## config.mk

```make
export PLATFORM = sky130hd
export DESIGN_NAME = cb_hdr_emu
export DESIGN_NICKNAME = d
export VERILOG_FILES = /design/src/rtl/cbh_pkg.sv /design/src/rtl/cbh_router.sv /design/src/rtl/cbh_hdr_regs.sv /design/src/rtl/cbh_outreg.sv /design/src/rtl/cb_hdr_emu.sv
export SDC_FILE = /design/constraint.sdc
export NUM_CORES = 1
export LEC_CHECK = 0
export ABC_AREA = 1
export ABC_CLOCK_PERIOD_IN_PS = 5500
export BUFFER_PORTS_ARGS = -buffer_cell sky130_fd_sc_hd__buf_2
export CAP_MARGIN = 20
export CORE_MARGIN = 1
export CORE_UTILIZATION = 42
export DETAILED_ROUTE_END_ITERATION = 6
export SLEW_MARGIN = 20
export SYNTH_ARGS = -nofsm -noshare
export SYNTH_HDL_FRONTEND = slang
export SYNTH_SLANG_ARGS = --single-unit
```

## constraint.sdc

```tcl
create_clock -name clk -period 5.5 [get_ports clk]
set_clock_uncertainty 0.05 [all_clocks]
set_input_delay 0.55 -clock clk [delete_from_list [all_inputs] [get_ports clk]]
set_output_delay 0.55 -clock clk [all_outputs]
set_load 0.02 [all_outputs]
```

## src/rtl/cbh_pkg.sv

```systemverilog
package cbh_pkg;

    localparam int DATA_W  = 32;
    localparam int DW_W    = 6;
    localparam int BE_W    = DATA_W / 8;
    localparam int NUM_WIN = 8;

    localparam logic [DW_W-1:0] DW_IDENT    = 6'd0;
    localparam logic [DW_W-1:0] DW_CMDSTAT  = 6'd1;
    localparam logic [DW_W-1:0] DW_CLASS    = 6'd2;
    localparam logic [DW_W-1:0] DW_HDRTYPE  = 6'd3;
    localparam logic [DW_W-1:0] DW_BUSNUM   = 6'd6;
    localparam logic [DW_W-1:0] DW_WIN_BASE = 6'd7;
    localparam logic [DW_W-1:0] DW_IRQ      = 6'd15;
    localparam logic [DW_W-1:0] DW_SUBSYS   = 6'd16;

    localparam logic [15:0] STATUS_SLOW_DEVSEL = 16'h0400;
    localparam logic [15:0] CLASS_CB_BRIDGE    = 16'h0607;
    localparam logic [7:0]  HDR_TYPE_CB        = 8'h02;
    localparam logic [15:0] BCTL_PREFETCH_MASK = 16'h0300;
    localparam logic [7:0]  IRQ_PIN_A          = 8'h01;
    localparam logic [7:0]  IRQ_LINE_NONE      = 8'hFF;
    localparam logic [DATA_W-1:0] NOT_FOUND_DATA = '1;

    typedef enum logic [1:0] {
        RT_NONE = 2'd0,
        RT_HDR  = 2'd1,
        RT_FWD  = 2'd2
    } route_e;

    typedef struct packed {
        logic [7:0] latency;
        logic [7:0] sub_bus;
        logic [7:0] cb_bus;
        logic [7:0] pri_bus;
    } busnum_t;

    typedef struct packed {
        logic              wr;
        logic [DW_W-1:0]   dw;
        logic [BE_W-1:0]   be;
        logic [DATA_W-1:0] data;
    } fwd_payload_t;

    function automatic logic [DATA_W-1:0] lane_mask(input logic [BE_W-1:0] be);
        logic [DATA_W-1:0] m;
        for (int i = 0; i < BE_W; i++) begin
            m[i*8 +: 8] = {8{be[i]}};
        end
        return m;
    endfunction

    function automatic logic [DATA_W-1:0] merge_lanes(
        input logic [DATA_W-1:0] cur,
        input logic [DATA_W-1:0] upd,
        input logic [BE_W-1:0]   be
    );
        logic [DATA_W-1:0] m;
        m = lane_mask(be);
        return (cur & ~m) | (upd & m);
    endfunction

    // window slots 4 and 6 are the two IO base registers
    function automatic bit win_is_io_base(input int idx);
        return (idx == 4) || (idx == 6);
    endfunction

endpackage

```

## src/rtl/cbh_router.sv

```systemverilog
module cbh_router
    import cbh_pkg::*;
#(
    parameter logic [4:0] BRIDGE_SLOT = 5'h1E
) (
    input  logic       req_root,
    input  logic [7:0] req_bus,
    input  logic [4:0] req_slot,
    input  logic       bus_assigned,
    input  logic [7:0] cb_bus,
    output route_e     route
);

    logic hit_bridge;
    logic hit_behind;

    assign hit_bridge = req_root && (req_slot == BRIDGE_SLOT);
    assign hit_behind = bus_assigned && (req_bus == cb_bus) && (req_slot == 5'd0);

    always_comb begin
        if (hit_bridge) begin
            route = RT_HDR;
        end else if (hit_behind) begin
            route = RT_FWD;
        end else begin
            route = RT_NONE;
        end
    end

endmodule

```

## src/rtl/cbh_hdr_regs.sv

```systemverilog
module cbh_hdr_regs
    import cbh_pkg::*;
#(
    parameter logic [15:0] VENDOR_ID = 16'h1A2B,
    parameter logic [15:0] DEVICE_ID = 16'h6348
) (
    input  logic              clk,
    input  logic              rst,
    input  logic              wr_en,
    input  logic [DW_W-1:0]   dw,
    input  logic [BE_W-1:0]   be,
    input  logic [DATA_W-1:0] wdata,
    output logic [DATA_W-1:0] rd_data,
    output logic              bus_assigned,
    output logic [7:0]        cb_bus
);

    logic [15:0]       cmd_q;
    logic [15:0]       bctl_q;
    busnum_t           bus_q;
    logic              assigned_q;
    logic [DATA_W-1:0] win_q  [NUM_WIN];
    logic [DATA_W-1:0] win_rd [NUM_WIN];
    logic [NUM_WIN-1:0] win_sel;
    logic [DATA_W-1:0] merged;
    logic [DATA_W-1:0] fixed_rd;
    busnum_t           bus_new;

    assign merged  = merge_lanes(rd_data, wdata, be);
    assign bus_new = busnum_t'(merged);

    genvar gi;
    generate
        for (gi = 0; gi < NUM_WIN; gi++) begin : g_win
            assign win_sel[gi] = (dw == DW_WIN_BASE + DW_W'(gi));

            always_ff @(posedge clk) begin
                if (rst) begin
                    win_q[gi] <= '0;
                end else if (wr_en && win_sel[gi]) begin
                    win_q[gi] <= merged;
                end
            end

            if (win_is_io_base(gi)) begin : g_io32
                assign win_rd[gi] = win_q[gi] | DATA_W'(1);
            end else begin : g_plain
                assign win_rd[gi] = win_q[gi];
            end
        end
    endgenerate

    always_comb begin
        case (dw)
            DW_IDENT,
            DW_SUBSYS:  fixed_rd = {DEVICE_ID, VENDOR_ID};
            DW_CMDSTAT: fixed_rd = {STATUS_SLOW_DEVSEL, cmd_q};
            DW_CLASS:   fixed_rd = {CLASS_CB_BRIDGE, 16'h0000};
            DW_HDRTYPE: fixed_rd = {8'h00, HDR_TYPE_CB, 16'h0000};
            DW_BUSNUM:  fixed_rd = bus_q;
            DW_IRQ:     fixed_rd = {bctl_q, IRQ_PIN_A, IRQ_LINE_NONE};
            default:    fixed_rd = '0;
        endcase
    end

    always_comb begin
        rd_data = fixed_rd;
        for (int i = 0; i < NUM_WIN; i++) begin
            if (win_sel[i]) begin
                rd_data = win_rd[i];
            end
        end
    end

    always_ff @(posedge clk) begin
        if (rst) begin
            cmd_q      <= '0;
            bctl_q     <= '0;
            bus_q      <= '0;
            assigned_q <= 1'b0;
        end else if (wr_en) begin
            case (dw)
                DW_CMDSTAT: cmd_q <= merged[15:0];
                DW_BUSNUM: begin
                    bus_q <= bus_new;
                    if (bus_new.cb_bus != 8'd0) begin
                        assigned_q <= 1'b1;
                    end
                end
                DW_IRQ: bctl_q <= merged[31:16] & ~BCTL_PREFETCH_MASK;
                default: ;
            endcase
        end
    end

    assign bus_assigned = assigned_q;
    assign cb_bus       = bus_q.cb_bus;

endmodule

```

## src/rtl/cbh_outreg.sv

```systemverilog
module cbh_outreg
    import cbh_pkg::*;
#(
    parameter logic [4:0] FWD_DEV  = 5'd8,
    parameter logic [2:0] FWD_FUNC = 3'd0
) (
    input  logic              clk,
    input  logic              rst,
    input  logic              req_valid,
    input  route_e            route,
    input  logic              req_write,
    input  logic [DW_W-1:0]   req_dword,
    input  logic [BE_W-1:0]   req_be,
    input  logic [DATA_W-1:0] req_wdata,
    input  logic [DATA_W-1:0] hdr_rdata,
    output logic              rsp_valid,
    output logic              rsp_found,
    output logic [DATA_W-1:0] rsp_rdata,
    output logic              fwd_valid,
    output logic              fwd_write,
    output logic              fwd_type,
    output logic [4:0]        fwd_dev,
    output logic [2:0]        fwd_func,
    output logic [DW_W-1:0]   fwd_dword,
    output logic [BE_W-1:0]   fwd_be,
    output logic [DATA_W-1:0] fwd_wdata
);

    logic         go_hdr;
    logic         go_fwd;
    logic         go_none;
    fwd_payload_t fwd_q;
    fwd_payload_t fwd_d;
    logic [DATA_W-1:0] rsp_d;

    assign go_hdr  = req_valid && (route == RT_HDR);
    assign go_fwd  = req_valid && (route == RT_FWD);
    assign go_none = req_valid && (route == RT_NONE);

    always_comb begin
        fwd_d = '0;
        if (go_fwd) begin
            fwd_d.wr   = req_write;
            fwd_d.dw   = req_dword;
            fwd_d.be   = req_be;
            fwd_d.data = req_wdata;
        end
    end

    always_comb begin
        rsp_d = '0;
        if (go_none) begin
            rsp_d = NOT_FOUND_DATA;
        end else if (go_hdr && !req_write) begin
            rsp_d = hdr_rdata;
        end
    end

    always_ff @(posedge clk) begin
        if (rst) begin
            rsp_valid <= 1'b0;
            rsp_found <= 1'b0;
            rsp_rdata <= '0;
            fwd_valid <= 1'b0;
            fwd_dev   <= '0;
            fwd_func  <= '0;
            fwd_q     <= '0;
        end else begin
            rsp_valid <= go_hdr || go_none;
            rsp_found <= go_hdr;
            rsp_rdata <= rsp_d;
            fwd_valid <= go_fwd;
            fwd_dev   <= go_fwd ? FWD_DEV : 5'd0;
            fwd_func  <= go_fwd ? FWD_FUNC : 3'd0;
            fwd_q     <= fwd_d;
        end
    end

    assign fwd_type  = 1'b0;
    assign fwd_write = fwd_q.wr;
    assign fwd_dword = fwd_q.dw;
    assign fwd_be    = fwd_q.be;
    assign fwd_wdata = fwd_q.data;

endmodule

```

## src/rtl/cb_hdr_emu.sv

```systemverilog
module cb_hdr_emu
    import cbh_pkg::*;
#(
    parameter logic [15:0] VENDOR_ID   = 16'h1A2B,
    parameter logic [15:0] DEVICE_ID   = 16'h6348,
    parameter logic [4:0]  BRIDGE_SLOT = 5'h1E,
    parameter logic [4:0]  FWD_DEV     = 5'd8,
    parameter logic [2:0]  FWD_FUNC    = 3'd0
) (
    input  logic        clk,
    input  logic        rst,
    input  logic        req_valid,
    input  logic        req_write,
    input  logic        req_root,
    input  logic [7:0]  req_bus,
    input  logic [4:0]  req_slot,
    input  logic [5:0]  req_dword,
    input  logic [3:0]  req_be,
    input  logic [31:0] req_wdata,
    output logic        rsp_valid,
    output logic        rsp_found,
    output logic [31:0] rsp_rdata,
    output logic        fwd_valid,
    output logic        fwd_write,
    output logic        fwd_type,
    output logic [4:0]  fwd_dev,
    output logic [2:0]  fwd_func,
    output logic [5:0]  fwd_dword,
    output logic [3:0]  fwd_be,
    output logic [31:0] fwd_wdata
);

    route_e            route;
    logic              bus_assigned;
    logic [7:0]        cb_bus;
    logic [DATA_W-1:0] hdr_rdata;
    logic              hdr_wr;

    assign hdr_wr = req_valid && req_write && (route == RT_HDR);

    cbh_router #(
        .BRIDGE_SLOT (BRIDGE_SLOT)
    ) u_router (
        .req_root     (req_root),
        .req_bus      (req_bus),
        .req_slot     (req_slot),
        .bus_assigned (bus_assigned),
        .cb_bus       (cb_bus),
        .route        (route)
    );

    cbh_hdr_regs #(
        .VENDOR_ID (VENDOR_ID),
        .DEVICE_ID (DEVICE_ID)
    ) u_regs (
        .clk          (clk),
        .rst          (rst),
        .wr_en        (hdr_wr),
        .dw           (req_dword),
        .be           (req_be),
        .wdata        (req_wdata),
        .rd_data      (hdr_rdata),
        .bus_assigned (bus_assigned),
        .cb_bus       (cb_bus)
    );

    cbh_outreg #(
        .FWD_DEV  (FWD_DEV),
        .FWD_FUNC (FWD_FUNC)
    ) u_out (
        .clk       (clk),
        .rst       (rst),
        .req_valid (req_valid),
        .route     (route),
        .req_write (req_write),
        .req_dword (req_dword),
        .req_be    (req_be),
        .req_wdata (req_wdata),
        .hdr_rdata (hdr_rdata),
        .rsp_valid (rsp_valid),
        .rsp_found (rsp_found),
        .rsp_rdata (rsp_rdata),
        .fwd_valid (fwd_valid),
        .fwd_write (fwd_write),
        .fwd_type  (fwd_type),
        .fwd_dev   (fwd_dev),
        .fwd_func  (fwd_func),
        .fwd_dword (fwd_dword),
        .fwd_be    (fwd_be),
        .fwd_wdata (fwd_wdata)
    );

endmodule

```

==> results of run 1 <==
## how the worst max path moves through the flow
stage | endpoint | slack, ps
after floorplan | u_regs.win_q[1][100]$_SDFFCE_PN0P_ | 1300
after global placement | u_regs.win_q[1][23]$_SDFFCE_PN0P_ | 1830
final | u_regs.bus_assigned$_SDFFE_PP0P_ | 2470
after detailed placement | u_regs.win_q[1][31]$_SDFFCE_PN0P_ | 1780
after CTS | u_regs.win_q[1][16]$_SDFFCE_PN0P_ | 2300
after global routing | u_regs.bus_assigned$_SDFFE_PP0P_ | 2170
## Yosys cell counts, types with 3 or more instances
library cell  instances  area share (%)
nor2_2                9            0.33
o221ai_1              3            0.16
a22o_1                4            0.21
nand2_4               5            0.33
nand2_2              11            0.41
nand4_1              40             1.5
dfxtp_1             141              17
nand3_2              16            0.95
o21ai_0              52             1.5
inv_1               135             3.0
clkinv_1              3           0.067
nand3_1              91             2.7
a21boi_0              3            0.13
buf_6                 6            0.40
or2_2                12            0.45
edfxtp_1            254              45
a221oi_1              6            0.31
a21boi_1              4            0.18
nand3_4               6            0.62
buf_2                26            0.77
nor2_1              228             5.1
o22ai_1              15            0.56
xor2_1                3            0.16
buf_4                21            0.93
nand2_1             282             6.3
inv_2                17            0.38
clkbuf_1             53             1.2
a21oi_1             215             6.4
o211ai_1             26             1.2
nor2_4                8            0.53
o21ai_1              10            0.30
o21ai_2               3            0.16
## cells by family after synthesis
logic type / count (synthesis) / synth area share (%)
xor+xnor: 3 / 0.156
flops: 395 / 61.9
buf+inv: 263 / 6.78
compound gates: 351 / 11.7
other cells: 1 / 0.0222
simple gates: 715 / 19.4
## per-layer routing
layer,routed length (microns),global-route usage (%)
met3,3850,3.22
met5,0,0
met1,21600,33.8
met2,20500,35.2
met4,833,5.93
## tightest hold or removal path: stages
cell and delay (ps):
buf_2 100, inv_1 40, nor2_1 30
## cell type report
cell class              instances  share of cell area (%)
flip-flops and latches        395                    54.2
clock inverters                15                   0.655
repair buffers                158                    4.46
well taps                     525                    3.40
multi-input cells            1077                    28.0
inverters                     155                    3.02
clock buffers                  62                    6.34
## placed cells by master (no fill, tap or decap), drive strengths merged, types with 2 or more instances in the layout
master,count
nor2,245
a211oi,2
bufinv,2
nand2,298
a21boi,7
o221ai,3
o211ai,26
edfxtp,254
a22o,4
clkbuf,62
conb,8
clkinv,14
nand4,40
and3,2
buf,158
o22ai,15
a21oi,217
a22oi,2
inv,154
dfxtp,141
a221oi,8
nand3,113
xor2,3
or2,14
o21ai,66
## sequential cells by signal (all words and copies together), names as in the netlist
signal	count
u_regs.cb_bus	8
u_out.fwd_dword	6
u_out.fwd_be	4
u_regs.cmd_q	16
u_regs.bctl_q	14
u_regs.win_q	254
u_regs.bus_q	24
u_out.rsp_rdata	32
u_out.rsp_valid	1
u_regs.bus_assigned	1
u_out.fwd_wdata	32
u_out.rsp_found	1
u_out.fwd_dev	1
u_out.fwd_write	1
## power by group
part | switching (mW) | internal (mW)
Clock | 1.14 | 1.64
Sequential | 0.0194 | 3.22
Combinational | 0.259 | 0.0718
Total | 1.42 | 4.93
==> run summary, run 1 <==
Outcome -> finished clean
Clock Sinks -> 395
Total power -> 6.35 mW
Cells after synthesis -> 1728
CTS tree -> done
Max-Cap Viols -> 0
First-pass GRT wire length -> 71900 microns
Final non-filler cell area -> 19300 sq um
Nets -> 1889
DRC -> 0
Avg Vias per Cell -> 5.38
RSZ-0062 raised after global routing -> false
Seq cells post-synth -> 395
Crit-path slowest cell -> inv_2
CP top delay family -> simple AND/OR/NAND/NOR gates
Vias in the first global route -> 12.1k
Hold Crit Class -> in -> reg
Placed Area -> 17900 sq um
Root Buffer -> clkbuf_16
Pins Over Slew Limit -> 0
Mapped cell area -> 16900 sq um
Via Count -> 12.8k
Final ANT Viol Nets -> 0
Leak pwr -> 7.86 nW
Largest net degree at the start of global routing -> 46
Gr usage total -> 22.9%
Post-CTS Resized -> 0
Clk_lat worst skew -> 550 ps
Syn avg cell area -> 9.76 sq um
Worst Setup Slack, final -> 2470 ps
Crit Reg-Reg Endpoint -> u_regs.bus_assigned$_SDFFE_PP0P_
Slew margin rel. -> 31.6%
Hold Path Sink -> u_out.fwd_wdata[16]$_SDFF_PP0_
Worst setup SP type -> primary input
Hold slack -> 178 ps
R2R cell count -> 12
Buf/Inv on CP -> 3
Initial antenna violation count -> 0
Post-synthesis sequential area ratio -> 61.9%
1st-iter DRT viols -> 1374
Worst hold path depth -> 3
Post-cts hold buffer count -> 0
Floorplan row count -> 73
GRT overflow -> 0
Distinct cells, synth -> 46
Gpl congestion -> 0.829
Area Overhead vs Synth -> 14.4%
Crit path top cell by count -> nand2_1
Highest Clock Rate -> 330 MHz
Maximum fanout along the worst path -> 33
Post-Route Utilization -> 48.7%
Worst path required time -> 5920 ps
Async set or reset register ratio after synthesis -> 0%
Fin crit period -> 3030 ps
Pwr per Cell Area -> 329 nW/um^2
Die ar. -> 41000 sq um
Port Buffer Count -> 138
Non-Filler Instances -> 2387
Hold_sp -> req_wdata[16]
Die Y -> 202 microns
CTS Buf Count -> 42
CP max stage delay -> 650 ps
Post-DP HPWL -> 31000 microns
Critical Path AT -> 3450 ps
Worst Max-Slew Pin Slew -> 1020 ps
Worst vdd ir -> 206 uV
Reg2Reg Setup Slack -> 3260 ps
Placed insts -> 2309
Final setup fails -> 0
Filler instances -> 3753
Antenna diodes -> 0
Setup bufs post-CTS -> 0
Setup TNS -> 0 ps
Setup WS pre-CTS -> 1780 ps
Die Span X -> 202 microns
Ports -> 147
Worst setup path startpoint -> req_dword[5]
CTS Buffer Depth -> 3
H-tree depth -> 2
Core area -> 39600 sq um
Starting Density -> 42.6%
Multi-input gate area -> 5400 sq um
Top FF cell, synth -> edfxtp_1
Cells along the critical path -> buf_2, nor2_4, nand3_2, inv_2, nand2_1, nand2_1, inv_1, nand4_1, nand2_1, nand3_1, nand2_1, nand2_1, nor2_1, nand2_1, nand2_1, a21oi_1
Critical path depth -> 16
Fin crit share -> 55.1%
EDFF count, synth -> 254
TritonRoute pass-1 iters -> 5
Share of cells above drive strength 1 -> 17.6%
WL/cell -> 19.6 microns
Reg clk slew, reported paths -> 60 ps
Crit path capture type -> flop
Yosys warning total -> 0
Register area -> 10500 sq um
Worst Path Class, Setup -> in -> reg
R2r startpoint -> u_regs.cb_bus[7]$_SDFFE_PP0P_
Final WL -> 46800 microns
Final hold vios -> 0
(Power assumes the default switching activity.)
==> run 2, diff against run 1 <==
- ABC_CLOCK_PERIOD_IN_PS: 5500 -> 3050
- clock period: 5.5 -> 3.05 ns (I/O delays scaled with it)
==> run 2 against run 1 <==
Against the previous run:
- critical path depth shrank 2
- register-to-register slack lost 2400 ps
- sequential power grew 80%
- cell area grew 4.2%
- largest cell class unchanged
- cell count grew 3.9%
- worst hold slack lost 130 ps
- via count grew 5.2%
- wire length grew 12%
- core utilization grew 2.1 points
==> run summary, run 2 (synthesized netlist as in run 1, its figures left out) <==
Avg Vias per Cell -> 5.45
Gpl congestion -> 0.873
Gr usage total -> 25.7%
Hold slack -> 45.0 ps
CTS Buf Count -> 41
Worst path required time -> 3390 ps
Largest net degree at the start of global routing -> 44
Worst setup SP type -> primary input
Core area -> 39600 sq um
DRC -> 0
Final setup fails -> 0
Pwr per Cell Area -> 572 nW/um^2
Switching fraction of total power -> 22.4%
Outcome -> finished clean
Starting Density -> 42.6%
Leak pwr -> 8.30 nW
Clk_lat worst skew -> 550 ps
First-pass GRT wire length -> 79400 microns
Antenna diodes -> 0
Fin crit period -> 2830 ps
CTS tree -> done
Hold Crit Class -> in -> reg
RSZ-0062 raised after global routing -> false
Worst setup path startpoint -> req_dword[4]
Post-DP HPWL -> 35300 microns
Port Buffer Count -> 138
Ports -> 147
Setup WS pre-CTS -> 171 ps
Die Span X -> 202 microns
TritonRoute pass-1 iters -> 5
Floorplan row count -> 73
Most common cell after layout, fill and taps aside -> nand2_1
Combinational Power Share -> 5.8%
Final non-filler cell area -> 20100 sq um
Final WL -> 52300 microns
Final hold vios -> 0
End of the critical path -> u_regs.win_q[1][121]$_SDFFCE_PN0P_
WL/cell -> 21.1 microns
Area Overhead vs Synth -> 19.2%
Post-Route Utilization -> 50.7%
R2r startpoint -> u_regs.cb_bus[3]$_SDFFE_PP0P_
Initial antenna violation count -> 0
Crit Reg-Reg Endpoint -> u_out.rsp_rdata[3]$_SDFF_PP0_
Highest Clock Rate -> 354 MHz
Worst vdd ir -> 375 uV
Worst Setup Slack, final -> 222 ps
Clock power share -> 43.4%
Final ANT Viol Nets -> 0
Internal cell power -> 8.94 mW
Die Y -> 202 microns
Die ar. -> 41000 sq um
Worst Path Class, Setup -> in -> reg
Biggest register -> u_regs.win_q
Root Buffer -> clkbuf_16
Vias in the first global route -> 13.1k
Reg clk slew, reported paths -> 60 ps
Critical Path AT -> 3170 ps
Sequential power share -> 50.7%
Reg2Reg Setup Slack -> 880 ps
Placed Area -> 18400 sq um
Fin crit share -> 92.7%
Pins Over Slew Limit -> 0
Crit path capture type -> flop
Commonest cells after routing, fill and taps aside -> nand2_1 (282), edfxtp_1 (254), nor2_1 (228), a21oi_1 (215), dfxtp_1 (141)
1st-iter DRT viols -> 1392
Max reg flops -> 254
Sw Pwr -> 2.57 mW
Share of cells above drive strength 1 -> 19.4%
H-tree depth -> 2
Maximum fanout along the worst path -> 17
CTS Buffer Depth -> 3
GRT overflow -> 0
Nets -> 1984
Via Count -> 13.5k
Worst Max-Slew Pin Slew -> 806 ps
Clock Sinks -> 395
Setup bufs post-CTS -> 0
Max-Cap Viols -> 0
Slew margin rel. -> 46.2%
R2R cell count -> 6
==> run 2: cell count changes in the layout (fill, tap and decap cells not counted), sizes merged <==
| cell | before | now |
|---|---|---|
| inv | 154 | 151 |
| clkinv | 14 | 15 |
| buf | 158 | 218 |
| dlygate4sd3 | 0 | 36 |
==> run 2: critical path: stages <==
cell,delay [ps]
dlygate4sd3_1,550
buf_2,150
nor2_4,310
nand2_1,160
nor2_4,460
buf_4,300
a21oi_1,100
nand3_1,100
a21oi_1,60
nand2_1,70
o21ai_1,70
nand2_1,100
nand3_2,220
a21oi_1,210
==> run 2: cell type report <==
type                            count  area [sq um]
Clock buffer                       62          1230
Sequential cell                   395         10500
Timing Repair Buffer              254          1700
Inverter                          155           583
Multi-Input combinational cell   1077          5370
Clock inverter                     13           123
Tap cell                          525           657
Fill cell                        3638         19500
==> run 2: metrics by stage <==
| step | cells | setup TNS (ps) | power, mW |
|---|---|---|---|
| 2_1_floorplan | 1735 | -181320 | 6.32 |
| 6_report | 2481 | 0 | 11.5 |
| 3_3_place_gp | 2370 | 0 | 6.57 |
| 5_1_grt | 2481 | 0 | 11.9 |
| 3_5_place_dp | 2370 | 0 | 6.58 |
| 4_1_cts | 2481 | 0 | 11.6 |
==> run 2: timing repair <==
item,4_1_cts,5_1_grt
setup endpoints to repair,0,9
gates resized for setup,0,2
hold buffers,36,0
hold endpoints to repair,36,0
==> run 2: worst min-delay path by stage <==
stage	slack (ps)	to	start	cells past startpoint
after global routing	30	u_out.fwd_dword[5]$_SDFF_PP0_	req_dword[5]	3
final	40	u_out.fwd_dword[5]$_SDFF_PP0_	req_dword[5]	3
after detailed placement	430	u_regs.cmd_q[12]$_SDFFE_PP0P_	u_regs.cmd_q[12]$_SDFFE_PP0P_	2
after floorplan	340	u_out.rsp_found$_SDFF_PP0_	rst	1
after CTS	20	u_out.fwd_dword[5]$_SDFF_PP0_	req_dword[5]	3
after global placement	430	u_regs.bctl_q[7]$_SDFFE_PP0P_	u_regs.bctl_q[7]$_SDFFE_PP0P_	2
==> run 2: power groups by stage <==
stage          sequential (mW)  clock [mW]  combinational, mW
6_report                  5.84        5.00              0.672
5_1_grt                   5.85        5.29              0.720
4_1_cts                   5.84        5.07              0.665
3_5_place_dp              5.95           0              0.626
3_3_place_gp              5.95           0              0.623
2_1_floorplan             5.99           0              0.326
==> run 2: routing by layer <==
metal	part of all wire (%)	up-vias	global-route usage (%)	wire length, microns
li1	-	6269	-	-
met1	43	6526	34.8	22300
met2	46	631	41.4	24300
met3	8.1	95	4.39	4240
met4	3.0	0	8.83	1560
met5	0	-	0	0
